<file path="src/rtl/hrif_pkg.sv">
package hrif_pkg;

    localparam int HRIF_ADDR_W  = 3;
    localparam int HRIF_DATA_W  = 8;
    localparam int HRIF_CAUSES  = 4;
    localparam int HRIF_IRR_IDX = 0;

    typedef enum logic {
        STYLE_STROBE_RW = 1'b0,
        STYLE_SPLIT_RW  = 1'b1
    } bus_style_e;

    // snapshot of the host control pins for one clock
    typedef struct packed {
        logic cs_n;
        logic pin_a;
        logic pin_b;
    } ctl_pins_t;

    function automatic logic read_qualified(bus_style_e st, ctl_pins_t p);
        if (st == STYLE_STROBE_RW)
            return !p.cs_n && p.pin_a && p.pin_b;
        else
            return !p.cs_n && !p.pin_a;
    endfunction

    function automatic logic write_closing(bus_style_e st, ctl_pins_t prev, ctl_pins_t cur);
        if (st == STYLE_STROBE_RW)
            return !prev.cs_n && prev.pin_a && !prev.pin_b && !cur.pin_a;
        else
            return !prev.cs_n && !prev.pin_b && cur.pin_b;
    endfunction

endpackage

</file>
<file path="src/rtl/hrif_strobe_decode.sv">
module hrif_strobe_decode
    import hrif_pkg::*;
#(
    parameter int AW = HRIF_ADDR_W,
    parameter int DW = HRIF_DATA_W
) (
    input  logic          clk,
    input  logic          rst_n,
    input  bus_style_e    style,
    input  ctl_pins_t     pins,
    input  logic [AW-1:0] addr,
    input  logic [DW-1:0] wdata,
    output logic          rd_act,
    output logic          rd_end,
    output logic          wr_fire,
    output logic [AW-1:0] wr_addr,
    output logic [DW-1:0] wr_data
);

    ctl_pins_t     pins_q;
    logic          rd_q;
    logic [AW-1:0] addr_q;
    logic [DW-1:0] data_q;

    always_ff @(posedge clk) begin
        if (!rst_n) begin
            pins_q <= '{cs_n: 1'b1, pin_a: 1'b0, pin_b: 1'b1};
            rd_q   <= 1'b0;
            addr_q <= '0;
            data_q <= '0;
        end else begin
            pins_q <= pins;
            rd_q   <= rd_act;
            addr_q <= addr;
            data_q <= wdata;
        end
    end

    always_comb begin
        rd_act  = read_qualified(style, pins);
        rd_end  = rd_q && !rd_act;
        wr_fire = write_closing(style, pins_q, pins);
        wr_addr = addr_q;
        wr_data = data_q;
    end


    wr_single_chk: assert property (@(posedge clk) disable iff (!rst_n)
        wr_fire |=> !wr_fire);


    wr_needs_cs_chk: assert property (@(posedge clk) disable iff (!rst_n)
        wr_fire |-> $past(!pins.cs_n));

endmodule

</file>
<file path="src/rtl/hrif_scratch.sv">
module hrif_scratch #(
    parameter int AW = 3,
    parameter int DW = 8
) (
    input  logic          clk,
    input  logic          rst_n,
    input  logic          wr_en,
    input  logic [AW-1:0] wr_addr,
    input  logic [DW-1:0] wr_data,
    input  logic [AW-1:0] rd_addr,
    output logic [DW-1:0] rd_data
);

    localparam int NREG = 1 << AW;

    logic [DW-1:0] mem [1:NREG-1];

    for (genvar i = 1; i < NREG; i++) begin : g_cell
        always_ff @(posedge clk) begin
            if (!rst_n)
                mem[i] <= '0;
            else if (wr_en && wr_addr == AW'(i))
                mem[i] <= wr_data;
        end
    end

    always_comb begin
        rd_data = '0;
        for (int k = 1; k < NREG; k++)
            if (rd_addr == AW'(k)) rd_data = mem[k];
    end


    scratch_store_chk: assert property (@(posedge clk) disable iff (!rst_n)
        (wr_en && wr_addr != '0) |=> mem[$past(wr_addr)] == $past(wr_data));

endmodule

</file>
<file path="src/rtl/hrif_irq_status.sv">
module hrif_irq_status #(
    parameter int NC = 4
) (
    input  logic          clk,
    input  logic          rst_n,
    input  logic [NC-1:0] cause_in,
    input  logic          rd_sel,
    input  logic          rd_end,
    output logic [NC-1:0] status,
    output logic          irq
);

    logic [NC-1:0] pend;
    logic [NC-1:0] shown;
    logic          seen;

    always_ff @(posedge clk) begin
        if (!rst_n) begin
            pend  <= '0;
            shown <= '0;
            seen  <= 1'b0;
        end else begin
            if (rd_sel) begin
                shown <= pend;
                seen  <= 1'b1;
            end
            if (rd_end && seen) begin
                pend <= (pend & ~shown) | cause_in;
                seen <= 1'b0;
            end else begin
                pend <= pend | cause_in;
            end
        end
    end

    assign status = pend;
    assign irq    = |pend;


    irq_on_cause_chk: assert property (@(posedge clk) disable iff (!rst_n)
        (|cause_in) |=> irq);


    cause_kept_chk: assert property (@(posedge clk) disable iff (!rst_n)
        (|cause_in) |=> ((pend & $past(cause_in)) == $past(cause_in)));


    clear_shown_chk: assert property (@(posedge clk) disable iff (!rst_n)
        (rd_end && seen && cause_in == '0) |=> ((pend & $past(shown)) == '0));

endmodule

</file>
<file path="src/rtl/host_regif.sv">
module host_regif
    import hrif_pkg::*;
#(
    parameter int AW = HRIF_ADDR_W,
    parameter int DW = HRIF_DATA_W,
    parameter int NC = HRIF_CAUSES
) (
    input  logic          clk,
    input  logic          rst_n,
    input  logic          bus_style,
    input  logic          cs_n,
    input  logic          strb_a,
    input  logic          strb_b,
    input  logic [AW-1:0] addr,
    input  logic [DW-1:0] data_in,
    output logic [DW-1:0] data_out,
    output logic          data_oe,
    input  logic [NC-1:0] cause_in,
    output logic          irq
);

    localparam logic [AW-1:0] IRR_ADDR = AW'(HRIF_IRR_IDX);

    bus_style_e    style;
    ctl_pins_t     pins;
    logic          rd_act, rd_end, wr_fire;
    logic [AW-1:0] wr_addr;
    logic [DW-1:0] wr_data, scratch_q, rd_mux;
    logic [NC-1:0] status;

    assign style = bus_style_e'(bus_style);
    assign pins  = '{cs_n: cs_n, pin_a: strb_a, pin_b: strb_b};

    hrif_strobe_decode #(.AW(AW), .DW(DW)) u_decode (
        .clk(clk), .rst_n(rst_n), .style(style), .pins(pins),
        .addr(addr), .wdata(data_in),
        .rd_act(rd_act), .rd_end(rd_end),
        .wr_fire(wr_fire), .wr_addr(wr_addr), .wr_data(wr_data)
    );

    hrif_scratch #(.AW(AW), .DW(DW)) u_scratch (
        .clk(clk), .rst_n(rst_n),
        .wr_en(wr_fire && wr_addr != IRR_ADDR),
        .wr_addr(wr_addr), .wr_data(wr_data),
        .rd_addr(addr), .rd_data(scratch_q)
    );

    hrif_irq_status #(.NC(NC)) u_irq (
        .clk(clk), .rst_n(rst_n), .cause_in(cause_in),
        .rd_sel(rd_act && addr == IRR_ADDR), .rd_end(rd_end),
        .status(status), .irq(irq)
    );

    always_comb begin
        rd_mux   = (addr == IRR_ADDR) ? {{(DW-NC){1'b0}}, status} : scratch_q;
        data_oe  = rd_act;
        data_out = data_oe ? rd_mux : '0;
    end


    oe_gated_chk: assert property (@(posedge clk) disable iff (!rst_n)
        data_oe |-> !cs_n);


    irr_upper_zero_chk: assert property (@(posedge clk) disable iff (!rst_n)
        (data_oe && addr == IRR_ADDR) |-> data_out[DW-1:NC] == '0);

endmodule

</file>
<file path="config.mk">
export PLATFORM = sky130hd
export DESIGN_NAME = host_regif
export DESIGN_NICKNAME = d
export VERILOG_FILES = /design/src/rtl/hrif_pkg.sv /design/src/rtl/hrif_strobe_decode.sv /design/src/rtl/hrif_scratch.sv /design/src/rtl/hrif_irq_status.sv /design/src/rtl/host_regif.sv
export SDC_FILE = /design/constraint.sdc
export NUM_CORES = 1
export LEC_CHECK = 0
export BUFFER_PORTS_ARGS = -buffer_cell sky130_fd_sc_hd__buf_2
export CORE_ASPECT_RATIO = 1.25
export CORE_MARGIN = 3
export CORE_UTILIZATION = 50
export CTS_BUF_LIST = sky130_fd_sc_hd__clkbuf_16
export DETAILED_ROUTE_END_ITERATION = 10
export GPL_TIMING_DRIVEN = 0
export PLACE_DENSITY = 0.69
export SLEW_MARGIN = 0
export SYNTH_ARGS = -nofsm -noshare
export SYNTH_HDL_FRONTEND = slang
export SYNTH_SLANG_ARGS = --single-unit
</file>
<file path="constraint.sdc">
create_clock -name clk -period 2.45 [get_ports clk]
set_input_delay 0.1225 -clock clk [delete_from_list [all_inputs] [get_ports clk]]
set_output_delay 0.1225 -clock clk [all_outputs]
set_load 0.05 [all_outputs]
</file>
==> results.ini, run 1 <==
[placement]
dp.cells=433
io_buffers=27
dp_hpwl_mm=6.008
gp_congestion=0.8328

[timing]
hold-worst-slack_ns=0.007815
setup_tns_ns=0
fin_worst_skew_ns=0.008626
rsz0062_at_grt=no
finalCritPeriodShare_pct=92.19
relSlewSlack_pct=41.22
setup_viol=0
max_freq_ghz=0.4427
tightest_slew_ns=0.8758
finalCriticalPeriod_ns=2.259
final_hold_viol_count=0
slew_violations=0

[clock_network]
cts_tree=built
cts-root-buf=clkbuf_16
numCtsBuffers=9
cts.reportedPaths.clkPinSlew_ns=0.06
clk_path_buf_depth=2
htreeDepth=3
clk_latency_ns=0.33
cts_num_sinks=80

[global_route]
grt_max_degree=14
antenna_found_initial=0
overflow=0
grt_pass1_vias=2628
grt_pass1_wl_mm=13.64
grtUsageTotal_pct=22.49

[routing]
antenna_left=0
drt-wirelength-per-cell_um=18.52
routed_wl_mm=8.445
first_iter_violations=285
routed_via_density=5.822
drc_errors=0
vias=2655
drt-pass1-iter-count=5

[yosys]
synth_edf_count=56
synth_area_per_cell_um2=11.66
synth_nets=334
syn_area_um2=3648
synth-seq-cells=80
synth_ff_type=edfxtp_1
syn_inst=313
yosysWarnings=0
ys_async_sr_fraction_pct=0
synthDistinctLibCells=46
ys_seq_area_share_pct=59.26

[die]
dieArea_um2=8365
core_um2=7019
fp-row-count=34
die_w_um=82.41
die_height_um=101.5
ios=31
start_util_pct=51.98

[final_layout]
area_delta_synth_final_pct=18.42
layout-drive-gt1-share_pct=21.58
nets=382
diodes=0
final_cell_count_no_fill=456

[worst_setup_path]
crit_type=reg -> reg
cp-start-kind=register
worst_setup_path_end_kind=register
cp.arrival_ns=2.22
crit_fanout=10
cpPeakStageDelay_ns=0.62
crit_slowest_cell=o21ai_2
cp_cell_sequence=clkbuf_1, nor2b_1, o211ai_2, o21ai_2
worstPathRequired_ns=2.41

[run_status]
status=finished clean

[power]
power.leakage_nw=1.677
p_total_mw=3.094
power.density_nw_per_um2=716.1
peakVddDrop_mv=0.5306

[run]
max-cap-violations=0

[hold_path]
hp-class=in -> reg

sequential cells by signal, summed over array words and instances, names as in the netlist:
name / cells
u_irq.seen: 1
u_decode.pins_q: 3
u_decode.wr_data: 8
u_irq.status: 4
u_irq.shown: 4
u_decode.rd_q: 1
u_decode.wr_addr: 3
u_scratch.mem: 56
path summary, 6_finish.rpt:
| path | start | to | slack [ns] | cells past startpoint |
|---|---|---|---|---|
| setup reg to reg | u_decode.wr_addr[1] | u_scratch.mem[6][1] | 0.19 | 4 |
| hold reg to reg | u_irq.shown[3] | u_irq.shown[3] | 0.45 | 2 |
| hold / removal | data_in[5] | u_decode.wr_data[5] | 0.008 | 2 |
| setup / recovery | u_decode.wr_addr[1] | u_scratch.mem[6][1] | 0.19 | 4 |
synth_stat cells (2+ instances only):
cell | n | area [um2]
edfxtp_1 | 56 | 1682
nor2_1 | 36 | 135.1
and2_1 | 30 | 187.7
dfxtp_1 | 24 | 480.5
nand2_1 | 21 | 78.83
a21oi_1 | 13 | 65.06
clkbuf_1 | 11 | 41.29
mux2_2 | 10 | 112.6
mux2i_1 | 9 | 90.09
and3_1 | 8 | 50.05
buf_2 | 7 | 35.03
nand2b_1 | 7 | 43.79
o21ai_0 | 7 | 35.03
o22ai_1 | 7 | 43.79
a211o_1 | 6 | 52.55
inv_1 | 5 | 18.77
nor3_1 | 5 | 25.02
a311oi_2 | 4 | 60.06
nand4b_1 | 4 | 35.03
nor2b_1 | 4 | 25.02
nor3b_1 | 4 | 30.03
o211a_1 | 4 | 40.04
a221oi_1 | 3 | 26.28
o41ai_1 | 3 | 26.28
nand3_1 | 2 | 10.01
o2111a_1 | 2 | 22.52
o211ai_1 | 2 | 15.01
placed cells by master (no fill, tap or decap), types with 3 or more instances in the layout:
master and instances:
nand2b_1 7, inv_1 8, nor2b_1 4, a311oi_2 4, a21oi_1 13, dfxtp_1 24
o22ai_1 7, nand4b_1 4, nor3b_1 4, nor3_1 5, clkbuf_1 11, a211o_1 6
dlygate4sd3_1 7, buf_2 34, mux2i_1 9, and3_1 8, nand2_1 21, o21ai_0 4
and2_1 30, nor2_1 36, o211a_1 4, mux2_2 10, clkbuf_16 10, o41ai_2 3
buf_4 3, a221oi_1 3, edfxtp_1 56
layout make-up:
class / count / area, um2
Inverter: 5 / 18.77
Sequential cell: 80 / 2162
Multi-Input combinational cell: 209 / 1410
Clock buffer: 10 / 250.2
Tap cell: 90 / 112.6
Fill cell: 560 / 2699
Clock inverter: 6 / 51.30
Timing Repair Buffer: 37 / 227.7
Buffer: 19 / 87.58
cell families (layout without fill, tap and decap cells):
| group | count (synthesis) | after routing | synth area share, % |
|---|---|---|---|
| AO/OA/AOI/OAI | 61 | 61 | 13.27 |
| buffers and inverters | 24 | 77 | 2.915 |
| flip-flops | 80 | 80 | 59.26 |
| multiplexers | 19 | 19 | 5.556 |
| AND/OR/NAND/NOR | 129 | 129 | 19.00 |
critical path: cells and delay by family, from the launching register on:
kind / cells / cell delay (ns)
simple gates: 1 / 0.28
buf+inv: 1 / 0.36
compound gates: 2 / 0.95
flops: 1 / 0.30
power breakdown:
part	leakage, nW	internal [mW]	switching [mW]
Sequential	0.800	1.48	0.0259
Clock	0.161	0.836	0.499
Combinational	0.715	0.0910	0.158
timing repair:
action,CTS,global route
buffers inserted,0,0
hold buffers,7,0
setup endpoints to repair,24,8
endpoints found under the hold margin,7,0
gates resized for setup,3,1
stage by stage:
step	setup slack [ns]	utilization [%]	instance area (um2)
2_1_floorplan	0.3476	-	3649
3_3_place_gp	-0.4109	55.51	3896
3_5_place_dp	-0.2257	56.15	3941
4_1_cts	0.06303	61.50	4317
5_1_grt	0.06020	61.55	4320
6_report	0.1913	61.55	4320
metal layers:
metal,vias up,GRT usage (%),wire length (um),share of wire (%)
li1,1250,-,-,-
met2,89,36.73,4311,51
met1,1298,29.31,3562,42
met5,-,0,0,0
met3,18,3.737,392,4.6
met4,0,9.591,178,2.1
Note: power is estimated with default switching activity, not from simulation.
==> run 2: changes to the inputs <==
--- a/config.mk
+++ b/config.mk
@@ -13,6 +13,7 @@
 export DETAILED_ROUTE_END_ITERATION = 10
 export GPL_TIMING_DRIVEN = 0
 export PLACE_DENSITY = 0.69
+export SETUP_SLACK_MARGIN = 0.5
 export SLEW_MARGIN = 0
 export SYNTH_ARGS = -nofsm -noshare
 export SYNTH_HDL_FRONTEND = slang
==> run 2 against run 1 <==
Clock skew decreased by 0.0011 ns. Global-route usage decreased by 0.25 points. Flip-flop and latch count unchanged. Sequential power barely moved. Die area stayed put. Clock power decreased by 5%. Combinational power increased by 7%. Sequential share of layout area decreased by 1.3 points. First-iteration DRC count fell by 34%. Register-to-register slack improved by 0.34 ns. Fmax up 18%. Critical path type unchanged.
==> results.ini, run 2 (synthesis results as in run 1) <==
[final_layout]
largest_reg_flops=56
nets=387
diodes=0
final_util_pct=63.16
layout-drive-gt1-share_pct=25.07
area_delta_synth_final_pct=21.50
top_register=u_scratch.mem
final_common_cell=edfxtp_1
final_cell_mix=edfxtp_1 (56), nor2_1 (36), buf_2 (34)

[routing]
routed_wl_mm=8.388
drc_errors=0
wl_met2_mm=4.170
drt-pass1-iter-count=5
met3_length_um=444
first_iter_violations=188
vias=2647
drt-wirelength-per-cell_um=18.20
antenna_left=0
routed_via_density=5.742
top_layer_used=met4
met1_length_mm=3.613

[timing]
max_freq_ghz=0.5212
setup_viol=0
rsz0062_at_grt=yes
relSlewSlack_pct=42.80
fin_worst_skew_ns=0.007480
tightest_slew_ns=0.8542
finalCritPeriodShare_pct=78.32
slew_violations=0
final_hold_viol_count=0
finalCriticalPeriod_ns=1.919
hold-worst-slack_ns=0.01116

[run_status]
status=finished clean

[worst_setup_path]
cp_cell_sequence=clkbuf_2, nor2b_1, o211ai_2, o21ai_4, buf_4
cp-start-kind=register
crit_slowest_cell=o211ai_2
worst_setup_path_end_kind=register
cpPeakStageDelay_ns=0.36
worstPathRequired_ns=2.49
crit_fanout=10
path_buf_inv=2
critPathTopFamily=compound AO/OA/AOI/OAI gates
cp.arrival_ns=1.96
crit_type=reg -> reg

[power]
power.density_nw_per_um2=688.1
peakVddDrop_mv=0.4665
power.leakage_nw=1.713

[hold_path]
hp-class=in -> reg

[placement]
dp_hpwl_mm=5.876
gp_congestion=0.8348
io_buffers=27

[clock_network]
clk_path_buf_depth=2
numCtsBuffers=9
htreeDepth=3
cts-root-buf=clkbuf_16
cts.reportedPaths.clkPinSlew_ns=0.06
cts_num_sinks=80
clk_latency_ns=0.33
cts_tree=built

[global_route]
antenna_found_initial=0
overflow=0
grt_pass1_vias=2665
grtUsageTotal_pct=22.23
grt_pass1_wl_mm=13.60
grt_max_degree=15

[die]
die_height_um=101.5
ios=31
core_um2=7019
die_w_um=82.41
fp-row-count=34
dieArea_um2=8365
start_util_pct=51.98

[run]
max-cap-violations=0

[run 2: changes by cell type in the layout (fill, tap and decap cells not counted), moves of 3 or more]
cell	previous run	this run
buf_4	3	6
clkinv_4	0	3
inv_1	8	5
nor3_1	5	2
nor3_2	0	3
[run 2: area by class of cell]
cell class / instances / area [um2]
flip-flops and latches: 80 / 2162
fillers: 541 / 2586
clock inverters: 6 / 41.29
clock buffers: 10 / 250.2
repair buffers: 42 / 280.3
multi-input cells: 209 / 1478
inverters: 5 / 18.77
well taps: 90 / 112.6
plain buffers: 19 / 90.09
[run 2: stage by stage]
stage	power (mW)	cells	setup TNS (ns)	area (um2)	worst slack (ns)
global route	3.152	461	0	4433	0.4496
finish	3.050	461	0	4433	0.5313
floorplan	1.694	313	0	3664	0.3476
global placement	1.763	430	-7.115	3911	-0.5563
detailed placement	1.775	432	0	3949	0.08895
CTS	3.047	458	0	4370	0.4047
[run 2: timing repair]
action	4_1_cts	5_1_grt
setup buffers	2	3
pin swaps	1	3
hold buffers	8	0
resized for setup	7	7
hold endpoints to repair	8	0
endpoints found under the setup margin	38	50
[run 2: worst paths after layout]
path                                             to           startpoint  cells after the start  slack (ns)
worst max register to register  u_scratch.mem[6][0]  u_decode.wr_addr[1]                      5        0.53
worst min register to register       u_irq.shown[3]       u_irq.shown[3]                      2        0.46
worst max-delay path            u_scratch.mem[6][0]  u_decode.wr_addr[1]                      5        0.53
worst min-delay path            u_decode.wr_data[2]           data_in[2]                      2        0.01
[run 2: per-layer routing]
layer / GRT usage (%) / vias to the layer above
met5: 0 / -
met4: 10.61 / 0
met3: 4.359 / 17
met2: 34.81 / 84
met1: 29.46 / 1287
li1: - / 1259
[run 2: report_power, final]
| group | internal (mW) | leakage (nW) | total, mW | switching, mW |
|---|---|---|---|---|
| logic | 0.103 | 0.767 | 0.267 | 0.165 |
| registers | 1.48 | 0.800 | 1.51 | 0.0268 |
| clock network | 0.748 | 0.146 | 1.27 | 0.525 |
| total | 2.33 | 1.71 | 3.05 | 0.716 |
==> run 3: changes to the inputs <==
--- a/config.mk
+++ b/config.mk
@@ -5,6 +5,7 @@
 export SDC_FILE = /design/constraint.sdc
 export NUM_CORES = 1
 export LEC_CHECK = 0
+export ABC_AREA = 1
 export BUFFER_PORTS_ARGS = -buffer_cell sky130_fd_sc_hd__buf_2
 export CORE_ASPECT_RATIO = 1.25
 export CORE_MARGIN = 3
==> constraint.sdc (replaced) <==
create_clock -name clk -period 2 [get_ports clk]
set_input_delay 0.1 -clock clk [delete_from_list [all_inputs] [get_ports clk]]
set_output_delay 0.1 -clock clk [all_outputs]
set_load 0.05 [all_outputs]
==> run 3 against run 2 <==
Routed wire length decreased by 10%. Total power increased by 22%. Critical path depth increased by 2. Setup slack got worse by 0.092 ns. Worst hold slack got worse by 0.00058 ns. Sequential share of layout area increased by 0.50 points. Clock skew decreased by 0.0029 ns. Synthesized cell count increased by 18%. Clock-buffer cell count increased by 1. Cell count increased by 11%. Sequential power increased by 22%. Highest routed layer unchanged.
==> results.ini, run 3 <==
[timing]
hold-worst-slack_ns=0.01059
finalCritPeriodShare_pct=78.02
relSlewSlack_pct=41.70
slew_violations=0
fin_worst_skew_ns=0.004551
final_hold_viol_count=0
worst_slack_ns=0.4396
setup_viol=0
setup_tns_ns=0
tightest_slew_ns=0.8745
max_freq_ghz=0.6409
finalCriticalPeriod_ns=1.560
rsz0062_at_grt=yes

[power]
p_comb_share_pct=8.9
pwr-share-clk_pct=41.9
p_total_mw=3.736
power.density_nw_per_um2=851.4
netSwitchingFraction_pct=22.34
p_int_mw=2.901
p_sw_mw=0.8345
peakVddDrop_mv=0.5764
power.leakage_nw=1.827
p_seq_share_pct=49.2

[final_layout]
area_delta_synth_final_pct=21.94
top_register=u_scratch.mem
nets=441
fin_area_um2=4388
final_common_cell=nor2_1
final_util_pct=64.80
final_cell_count_no_fill=512
final_cell_mix=nor2_1 (80), nand2_1 (78), edfxtp_1 (56)
diodes=0
largest_reg_flops=56
layout-drive-gt1-share_pct=22.35

[yosys]
yosys.area_share.simple_pct=27.96
synth_compound_area_share_pct=5.424
ys_seq_area_share_pct=60.08
synth.top_cell.area_share_pct=46.73
yosysWarnings=0
synth_adder_area_share_pct=0
synthMuxAreaShare_pct=0
synth.most_common_cell=nand2_1
synth_area_leaders=edfxtp_1 (47%), dfxtp_1 (13%), nand2_1 (9.3%)
synth_edf_count=56
ys_async_sr_fraction_pct=0
syn_area_um2=3598
synth_area_per_cell_um2=9.726
syn_inst=370
synth_nets=391
yosysTopAreaCell=edfxtp_1
ys_top_cells_by_count=nand2_1 (89), nor2_1 (81), edfxtp_1 (56)
synth_ff_type=edfxtp_1
synth-seq-cells=80
synth_top_family_by_area=simple AND/OR/NAND/NOR gates
synthXorXnorAreaFrac_pct=0
synthDistinctLibCells=30

[placement]
dp_hpwl_mm=5.376
gp_congestion=0.7449
dpl_cell_area_um2=3845
io_buffers=26
dp.cells=483
preCtsSetupSlack_ns=0.4022

[routing]
antenna_left=0
drc_errors=0
drt-wirelength-per-cell_um=14.67
routed_via_density=5.145
first_iter_violations=203
routed_wl_mm=7.511
drt-pass1-iter-count=5
vias=2634

[clock_network]
clk_path_buf_depth=2
cts_num_sinks=80
cts_setup_buffers=0
cts-root-buf=clkbuf_16
cts.reportedPaths.clkPinSlew_ns=0.06
clk_latency_ns=0.33
htreeDepth=3
numCtsBuffers=9
cts_tree=built

[die]
dieArea_um2=8258
ios=31
fp-row-count=33
start_util_pct=53.14
die_height_um=100.9
die_w_um=81.88
core_um2=6771

[global_route]
grt_pass1_wl_mm=12.41
overflow=0
busiest_layer=met2
grt_max_degree=14
met3_usage_pct=4.383
antenna_found_initial=0
use_met1_pct=26.41
grt_pass1_vias=2524
grtUsageTotal_pct=20.54
grt_util_met2_pct=33.17

[worst_setup_path]
r2r_slack_ns=0.57
reg2reg_to=u_scratch.mem[1][5]
cp.arrival_ns=1.46
crit_slowest_cell=edfxtp_1
critPathTopFamily=simple AND/OR/NAND/NOR gates
crit_fanout=1
crit_type=reg -> out
cpPeakStageDelay_ns=0.36
worstPathRequired_ns=1.90
cp_cell_sequence=o211ai_1, nand2_1, nand2_2, nand4_1, nand2_1, nand2_1, buf_6
worst_setup_path_end_kind=output pin
crit_path_frequent_cell=nand2_1
reg2reg_depth=6
cp-start-kind=register
r2r-start=u_decode.pins_q[1]
path_buf_inv=1

[run]
max-cap-violations=0

[hold_path]
hp-class=in -> reg
min_from=strb_a
hold-path-endpoint=u_decode.pins_q[1]
hold_depth=3

[run_status]
status=finished clean

==> run 3: changes by cell type after synthesis, sizes merged, moves of 7 or more <==
cell	delta
o211ai	+8
clkbuf	-8
nand2b	-7
and2	-31
and3	-8
mux2i	-9
o22ai	-7
nand3	+7
nand4	+11
inv	+36
nor2	+50
mux2	-10
nand2	+69
==> run 3: worst max path at each step <==
stage                             start             endpoint  slack [ns]  cells after the start
floorplan                       addr[0]          data_out[4]        0.62                      7
finish              u_scratch.mem[2][2]          data_out[2]        0.44                      7
global route        u_scratch.mem[2][2]          data_out[2]        0.35                      7
global placement     u_decode.pins_q[2]  u_scratch.mem[1][5]        0.45                      5
detailed placement   u_decode.pins_q[2]  u_scratch.mem[1][7]        0.40                      5
CTS                 u_scratch.mem[2][2]          data_out[2]        0.39                      7
==> run 3: per-layer routing <==
metal	up-vias	wire (um)
met5	-	0
met4	0	178
met3	15	374
met2	79	3811
met1	1227	3146
li1	1313	-
==> run 3: cell type report <==
| cell class | instances | area [um2] |
|---|---|---|
| clock buffer | 11 | 275.3 |
| buffer | 10 | 76.32 |
| multi-input combinational | 239 | 1274 |
| tap | 87 | 108.9 |
| inverter | 41 | 158.9 |
| clock inverter | 5 | 20.02 |
| timing repair buffer | 39 | 312.8 |
| fill | 581 | 2384 |
| sequential | 80 | 2162 |
==> run 3: cell families (layout without fill, tap and decap cells) <==
family,Yosys count,count (layout)
flops,80,80
buf+inv,51,106
compound gates,30,30
simple gates,209,209
==> run 3: tightest hold or removal path, cell delays in order <==
cell and delay [ns]:
buf_2 0.12, nand2_1 0.06, inv_1 0.04
==> run 3: what timing repair did <==
action | 4_1_cts | 5_1_grt
hold buffers | 13 | 0
pin swaps | 14 | 16
hold endpoints to repair | 13 | 0
gates resized for setup | 24 | 19
setup endpoints to repair | 62 | 66
==> run 3: power groups by stage <==
| stage | clock (mW) | sequential (mW) | combinational [mW] |
|---|---|---|---|
| final | 1.57 | 1.84 | 0.332 |
| after global placement | 0 | 1.87 | 0.287 |
| after CTS | 1.58 | 1.84 | 0.325 |
| after global routing | 1.66 | 1.84 | 0.366 |
| after floorplan | 0 | 1.87 | 0.210 |
| after detailed placement | 0 | 1.87 | 0.292 |
